[config.mk]
export PLATFORM = sky130hd
export DESIGN_NAME = start_sync_ctrl
export DESIGN_NICKNAME = d
export VERILOG_FILES = /design/src/rtl/start_sync_pkg.sv /design/src/rtl/sss_sync_chain.sv /design/src/rtl/sss_pulse_gen.sv /design/src/rtl/sss_mode_latch.sv /design/src/rtl/start_sync_ctrl.sv
export SDC_FILE = /design/constraint.sdc
export NUM_CORES = 1
export LEC_CHECK = 0
export ABC_CLOCK_PERIOD_IN_PS = 2300
export BUFFER_PORTS_ARGS = -buffer_cell sky130_fd_sc_hd__buf_4
export CORE_AREA = 4 4 41 43
export CTS_BUF_LIST = sky130_fd_sc_hd__clkbuf_2 sky130_fd_sc_hd__clkbuf_4 sky130_fd_sc_hd__clkbuf_8
export DETAILED_ROUTE_END_ITERATION = 10
export DIE_AREA = 0 0 45 47
export GPL_ROUTABILITY_DRIVEN = 0
export PLACE_DENSITY_LB_ADDON = 0.2
export SYNTH_ARGS = -nofsm -noshare
export SYNTH_HDL_FRONTEND = slang
export SYNTH_SLANG_ARGS = --single-unit
[constraint.sdc]
create_clock -name clk -period 2.3 [get_ports clk]
set_clock_uncertainty 0.2 [all_clocks]
set_input_delay 0.46 -clock clk [delete_from_list [all_inputs] [get_ports clk]]
set_output_delay 0.46 -clock clk [all_outputs]
set_load 0.01 [all_outputs]
[src/rtl/start_sync_pkg.sv]
package start_sync_pkg;

    // Shortest flop chain accepted for the asynchronous request.
    localparam int MIN_SYNC_STAGES = 2;

    // Idle level of the active-low request.
    localparam logic REQ_IDLE = 1'b1;

    typedef enum logic {
        MODE_IDLE = 1'b0,
        MODE_RUN  = 1'b1
    } mode_e;

    typedef struct packed {
        logic run;
        logic take;
    } mode_out_t;

    // High-to-low transition between two successive samples.
    function automatic logic fell(input logic prev, input logic cur);
        return prev & ~cur;
    endfunction

    // Clamp a requested synchronizer depth to the legal minimum.
    function automatic int legal_stages(input int req);
        return (req < MIN_SYNC_STAGES) ? MIN_SYNC_STAGES : req;
    endfunction

endpackage

[src/rtl/sss_sync_chain.sv]
module sss_sync_chain
    import start_sync_pkg::*;
#(
    parameter int STAGES = 2
) (
    input  logic clk,
    input  logic rst,
    input  logic d,
    output logic q
);
    localparam int DEPTH = legal_stages(STAGES);

    logic [DEPTH-1:0] chain;

    // Every stage resets to the idle level, so leaving reset never looks like a request.
    genvar g;
    generate
        for (g = 0; g < DEPTH; g++) begin : g_stage
            if (g == 0) begin : g_first
                always_ff @(posedge clk) begin
                    if (rst) chain[g] <= REQ_IDLE;
                    else     chain[g] <= d;
                end
            end else begin : g_next
                always_ff @(posedge clk) begin
                    if (rst) chain[g] <= REQ_IDLE;
                    else     chain[g] <= chain[g-1];
                end
            end
        end
    endgenerate

    assign q = chain[DEPTH-1];

endmodule

[src/rtl/sss_pulse_gen.sv]
module sss_pulse_gen
    import start_sync_pkg::*;
(
    input  logic clk,
    input  logic rst,
    input  logic lvl,
    output logic pulse
);
    logic lvl_prev;
    logic fire;

    assign fire = fell(lvl_prev, lvl);

    always_ff @(posedge clk) begin
        if (rst) begin
            lvl_prev <= REQ_IDLE;
            pulse    <= 1'b0;
        end else begin
            lvl_prev <= lvl;
            pulse    <= fire;
        end
    end

endmodule

[src/rtl/sss_mode_latch.sv]
module sss_mode_latch
    import start_sync_pkg::*;
(
    input  logic      clk,
    input  logic      rst,
    input  logic      req_pulse,
    input  logic      sync_start,
    output mode_out_t state
);
    mode_e mode_q;
    mode_e mode_d;
    logic  take_q;
    logic  trigger;

    // The registered pulse is the asynchronous path's trigger. It therefore lands on
    // the same edge as a follower device fed by that pulse.
    assign trigger = req_pulse | sync_start;

    always_comb begin
        mode_d = mode_q;
        unique case (mode_q)
            MODE_IDLE: if (trigger) mode_d = MODE_RUN;
            MODE_RUN:  mode_d = MODE_RUN;
            default:   mode_d = MODE_IDLE;
        endcase
    end

    always_ff @(posedge clk) begin
        if (rst) begin
            mode_q <= MODE_IDLE;
            take_q <= 1'b0;
        end else begin
            mode_q <= mode_d;
            take_q <= (mode_q == MODE_RUN);
        end
    end

    assign state.run  = (mode_q == MODE_RUN);
    assign state.take = take_q;

endmodule

[src/rtl/start_sync_ctrl.sv]
module start_sync_ctrl
    import start_sync_pkg::*;
#(
    parameter int SYNC_STAGES = 2
) (
    input  logic clk,
    input  logic rst,
    input  logic start_req_n,
    input  logic sync_start,
    output logic start_out,
    output logic running,
    output logic sample_take
);
    logic      req_synced;
    mode_out_t mode_st;

    sss_sync_chain #(.STAGES(SYNC_STAGES)) u_sync (
        .clk (clk),
        .rst (rst),
        .d   (start_req_n),
        .q   (req_synced)
    );

    sss_pulse_gen u_pulse (
        .clk   (clk),
        .rst   (rst),
        .lvl   (req_synced),
        .pulse (start_out)
    );

    sss_mode_latch u_mode (
        .clk        (clk),
        .rst        (rst),
        .req_pulse  (start_out),
        .sync_start (sync_start),
        .state      (mode_st)
    );

    assign running     = mode_st.run;
    assign sample_take = mode_st.take;

endmodule

==> results of run 1 <==
-- layer usage --
metal | track usage [%] | up-vias | share of wire [%]
met4 | 3.51 | 0 | 0
met5 | 0 | - | 0
met2 | 4.24 | 10 | 34
met3 | 6.13 | 0 | 26
li1 | - | 60 | -
met1 | 3.88 | 55 | 39
-- registers in the layout (all words and copies together) (netlist names) --
name / flops
u_mode.take_q: 1
u_sync.chain: 1
u_sync.q: 1
u_pulse.lvl_prev: 1
u_mode.mode_q: 1
u_pulse.pulse: 1
-- synth_stat cells (all sizes together) --
cell / n
dfxtp: 6
nor2: 2
inv: 1
or2: 3
and2b: 1
nor3: 1
-- power groups by stage --
stage	Combinational, mW	Sequential (mW)	Clock, mW
2_1_floorplan	0.00424	0.114	0
3_3_place_gp	0.0147	0.113	0
3_5_place_dp	0.0147	0.113	0
4_1_cts	0.0150	0.111	0.102
5_1_grt	0.0161	0.111	0.111
6_report	0.0146	0.111	0.0951
-- through the flow --
stage / util, % / power (mW)
finish: 19.6 / 0.221
global route: 19.6 / 0.239
CTS: 19.6 / 0.228
detailed placement: 17.9 / 0.128
global placement: 17.9 / 0.127
floorplan: - / 0.118
-- kinds of logic (layout without fill, tap and decap cells) --
family,Yosys count,count (layout)
AND/OR/NAND/NOR,7,7
flip-flops,6,6
buffers and inverters,1,10
-- final cells by class --
cell class	count	area (µm²)
clock buffer	3	22.5
multi-input combinational	7	45.0
inverter	1	3.75
tap	15	18.8
timing repair buffer	6	45.0
sequential	6	120
fill	146	1050
-- worst max-delay path by stage --
| stage | to | slack, ns |
|---|---|---|
| finish | running | 0.93 |
| global route | running | 0.88 |
| CTS | running | 0.90 |
| detailed placement | u_pulse.pulse | 1.14 |
| global placement | u_pulse.pulse | 1.14 |
| floorplan | running | 1.28 |
-- worst register-to-register path, cell delays in order, from the launching register on --
cell and delay, ns:
dfxtp_1 0.32, nor3_1 0.20, nor2_1 0.05
==> run_results.csv, run 1 <==
group,metric,value,unit
layout,diodes,0,
routing,wl_per_cell,7.55,µm
timing,finalMaxSlewViolations,0,
routing,via_count,125,
setup_path,cp.depth,1,
setup_path,crit_path_max_fanout,3,
clock_network,cts_tree,"done",
setup_path,cp.buffers_inverters,1,
layout,fin_cells,38,
yosys,synthCells,14,
setup_path,regToRegSetupSlack,1.42,ns
setup_path,cp_slowest_cell,"dfxtp_1",
worst_hold_path,min_from,"start_req_n",
timing,relSlewSlack,88.5,%
yosys,yosysWarnings,0,
clock_network,h-tree-depth,1,
power_and_ir_drop,p_sw_share,19.6,%
power_and_ir_drop,irDropWorstVdd,0.272,mV
yosys,synth-compound-area-share,0,%
floorplan,dieHeight,47,µm
yosys,synth-adder-area-share,0,%
yosys,synth_area_leaders,"dfxtp_1 71%, or2_1 7.4%, and2b_2 5.2%, or2_4 5.2%, nor2_2 3.7%",
power_and_ir_drop,p_clk_share,43.1,%
placed_design,io_buffers,6,
grt,grt_max_degree,6,
setup_path,slowest_delay,0.34,ns
floorplan,die_x,45,µm
timing,period_share,59.7,%
setup_path,end_kind,"output pin",
routing,drcViolationCount,0,
timing,fin_hold_ws,0.199,ns
yosys,synthMuxAreaShare,0,%
clock_network,numClockSinks,6,
yosys,ys_seq_area_share,71.1,%
setup_path,timing.rr.start,"u_mode.mode_q",
yosys,synth_top_area_cell,"dfxtp_1",
routing,detail-route-antenna-nets,0,
clock_network,cts.hold.buffers_added,0,
yosys,synth_top_area_share,71.1,%
worst_hold_path,hp-class,"input port to flip-flop",
setup_path,cp.arrival,0.71,ns
timing,setup_tns,0,ns
yosys,synth-xor-area-share,0,%
placed_design,hpwl,202,µm
setup_path,crit_family,"flip-flops",
floorplan,core,1300,µm²
power_and_ir_drop,powerDensity,865,nW/µm²
setup_path,cp-startpoint,"u_mode.mode_q",
setup_path,cp-start-kind,"flip-flop",
grt,grt_use_total,4.27,%
yosys,syn_avg_cell_area,12.1,µm²
layout,syn_to_final_growth,51.1,%
power_and_ir_drop,pwr-share-seq,50.3,%
power_and_ir_drop,p_sw,43.2,µW
layout,nets,29,
clock_network,cts_buffer_depth,2,
setup_path,crit_required,1.64,ns
floorplan,die_area,2120,µm²
yosys,synth_cell_types,8,
layout,final_cell_mix,"6 x buf_4, 6 x dfxtp_1, 3 x clkbuf_4",
floorplan,io_pins,7,
floorplan,fp-row-count,13,
grt,grt_pass1_wl,524,µm
timing,timing.fmax,0.729,GHz
worst_hold_path,min_path_cells,2,
power_and_ir_drop,power_leakage,0.121,nW
timing,min_period,1.37,ns
grt,antenna_found_initial,0,
clock_network,cts_post_setup_buffers_inserted,0,
yosys,ys_ff_latch,6,
timing,worst_slack,0.927,ns
setup_path,path_class,"flip-flop to output pin",
clock_network,cts-buffers-inserted,3,
placed_design,dp_cells,35,
grt,grt-ovfl-total,0,
placed_design,place_area,233,µm²
timing,tightest_slew,0.171,ns
power_and_ir_drop,power_frac_comb,6.6,%
clock_network,cts_root_buf,"clkbuf_4",
layout,layout-drive-gt1-share,52.2,%
yosys,synthSimpleGateAreaFrac,26.7,%
clock_network,clkLatencyLatePin,0.24,ns
timing,setup_viol,0,
flow_run,max-cap-violations,0,
routing,drt-initial-drc-count,0,
routing,dr.pass1.iters,1,
status,run_status,"finished, final reports clean",
yosys,syn_nets,18,
worst_hold_path,min_to,"u_sync.chain[0]",
routing,drt-vias-per-instance,3.29,
routing,wirelength,287,µm
layout,final_cell_area,255,µm²
placed_design,place_ws,1.14,ns
setup_path,reg2reg_to,"u_mode.mode_q",
timing,rsz0062_at_grt,"false",
floorplan,start_util,13.0,%
power_and_ir_drop,intPower,178,µW
clock_network,clk_pin_slew,0.04,ns
yosys,synth_top_family_by_area,"simple AND/OR/NAND/NOR gates",
setup_path,crit_chain,"buf_4",
grt,grt_pass1_vias,120,
yosys,syn_area,169,µm²
setup_path,worstRegToRegCells,2,
timing,hold_viol,0,
clock_network,postCtsResizedCells,0,
(Power assumes the default switching activity.)
==> run 2, diff against run 1 <==
--- a/config.mk
+++ b/config.mk
@@ -5,7 +5,7 @@
 export SDC_FILE = /design/constraint.sdc
 export NUM_CORES = 1
 export LEC_CHECK = 0
-export ABC_CLOCK_PERIOD_IN_PS = 2300
+export ABC_CLOCK_PERIOD_IN_PS = 1350
 export BUFFER_PORTS_ARGS = -buffer_cell sky130_fd_sc_hd__buf_4
 export CORE_AREA = 4 4 41 43
 export CTS_BUF_LIST = sky130_fd_sc_hd__clkbuf_2 sky130_fd_sc_hd__clkbuf_4 sky130_fd_sc_hd__clkbuf_8
==> constraint.sdc (replaced) <==
create_clock -name clk -period 1.35 [get_ports clk]
set_clock_uncertainty 0.2 [all_clocks]
set_input_delay 0.27 -clock clk [delete_from_list [all_inputs] [get_ports clk]]
set_output_delay 0.27 -clock clk [all_outputs]
set_load 0.01 [all_outputs]
==> run_results.csv, run 2 (same netlist as run 1, synthesis figures left out) <==
group,metric,value,unit
status,run_status,"finished, final reports clean",
layout,final_cell_mix,"6 x buf_4, 6 x dfxtp_1, 3 x clkbuf_4",
power_and_ir_drop,power_leakage,0.125,nW
timing,period_share,88.1,%
layout,nets,30,
timing,worst_slack,0.160,ns
placed_design,io_buffers,6,
setup_path,worstRegToRegCells,2,
clock_network,postCtsResizedCells,0,
clock_network,cts_root_buf,"clkbuf_4",
setup_path,end_kind,"flip-flop",
clock_network,cts-buffers-inserted,3,
setup_path,crit_required,1.28,ns
timing,tightest_slew,0.188,ns
routing,drt-initial-drc-count,1,
timing,hold_viol,0,
floorplan,fp-row-count,13,
grt,antenna_found_initial,0,
setup_path,crit_chain,"dlygate4sd3_1 -> buf_4 -> or2_1",
layout,diodes,0,
timing,timing.fmax,0.840,GHz
layout,layout-drive-gt1-share,50.0,%
placed_design,dp_cells,35,
power_and_ir_drop,irDropWorstVdd,0.400,mV
clock_network,clk_pin_slew,0.04,ns
setup_path,cp-start-kind,"input port",
setup_path,crit_family,"buffers and inverters",
floorplan,core,1300,µm²
clock_network,cts_buffer_depth,2,
grt,grt-ovfl-total,0,
setup_path,slowest_delay,0.54,ns
clock_network,h-tree-depth,1,
floorplan,die_area,2120,µm²
clock_network,cts_tree,"done",
routing,wirelength,283,µm
timing,setup_tns,0,ns
layout,syn_to_final_growth,57.0,%
timing,rsz0062_at_grt,"false",
routing,via_count,121,
routing,detail-route-antenna-nets,0,
floorplan,die_x,45,µm
setup_path,cp.buffers_inverters,2,
routing,dr.pass1.iters,3,
worst_hold_path,min_path_cells,2,
routing,wl_per_cell,7.26,µm
routing,drt-vias-per-instance,3.10,
clock_network,numClockSinks,6,
grt,grt_use_total,3.55,%
layout,fin_cells,39,
routing,drcViolationCount,0,
setup_path,cp.depth,3,
clock_network,cts_post_setup_buffers_inserted,0,
timing,min_period,1.19,ns
grt,grt_pass1_wl,448,µm
power_and_ir_drop,powerDensity,1430,nW/µm²
floorplan,start_util,13.0,%
floorplan,io_pins,7,
setup_path,cp.arrival,1.12,ns
grt,grt_max_degree,6,
placed_design,place_ws,0.375,ns
setup_path,crit_path_max_fanout,1,
timing,relSlewSlack,87.4,%
worst_hold_path,hp-class,"input port to flip-flop",
floorplan,dieHeight,47,µm
setup_path,path_class,"input port to flip-flop",
clock_network,clkLatencyLatePin,0.24,ns
timing,finalMaxSlewViolations,0,
clock_network,cts.hold.buffers_added,1,
setup_path,cp_slowest_cell,"dlygate4sd3_1",
flow_run,max-cap-violations,0,
grt,grt_pass1_vias,108,
timing,setup_viol,0,
-- run 2: cell types whose count changed in the layout (fill, tap and decap cells not counted) --
cell | before | now
dlygate4sd3_1 | 0 | 1
-- run 2: final timing paths --
kind,start,endpoint,slack [ns]
setup / recovery,start_req_n,u_sync.chain[0],0.16
setup reg to reg,u_mode.mode_q,u_mode.mode_q,0.46
hold / removal,rst,u_mode.mode_q,0.01
hold reg to reg,u_sync.chain[0],u_sync.q,0.20
-- run 2: layout make-up --
type,count,area [µm²]
clock buffers,3,22.5
inverters,1,3.75
repair buffers,7,55.1
flip-flops and latches,6,120
well taps,15,18.8
multi-input cells,7,45.0
fillers,153,1040
-- run 2: where the power goes --
group / total (mW) / switching, mW / internal, mW
Combinational: 0.0271 / 0.00932 / 0.0178
Sequential: 0.189 / 0.00298 / 0.186
Clock: 0.163 / 0.0629 / 0.100
Total: 0.380 / 0.0752 / 0.304
-- run 2: routing by layer --
layer | track usage [%] | vias to the layer above | part of all wire [%]
li1 | - | 63 | -
met5 | 0 | - | 0
met2 | 2.82 | 9 | 35
met4 | 3.51 | 0 | 0
met3 | 4.98 | 0 | 19
met1 | 3.64 | 49 | 45
-- run 2: through the flow --
step	power (mW)	area (µm²)	hold WS, ns	utilization (%)
after floorplan	0.202	169	0.142	-
after global placement	0.218	233	0.197	17.9
after detailed placement	0.218	233	0.195	17.9
after CTS	0.393	265	0.00534	20.4
after global routing	0.401	265	0.0252	20.4
final	0.380	265	0.0116	20.4
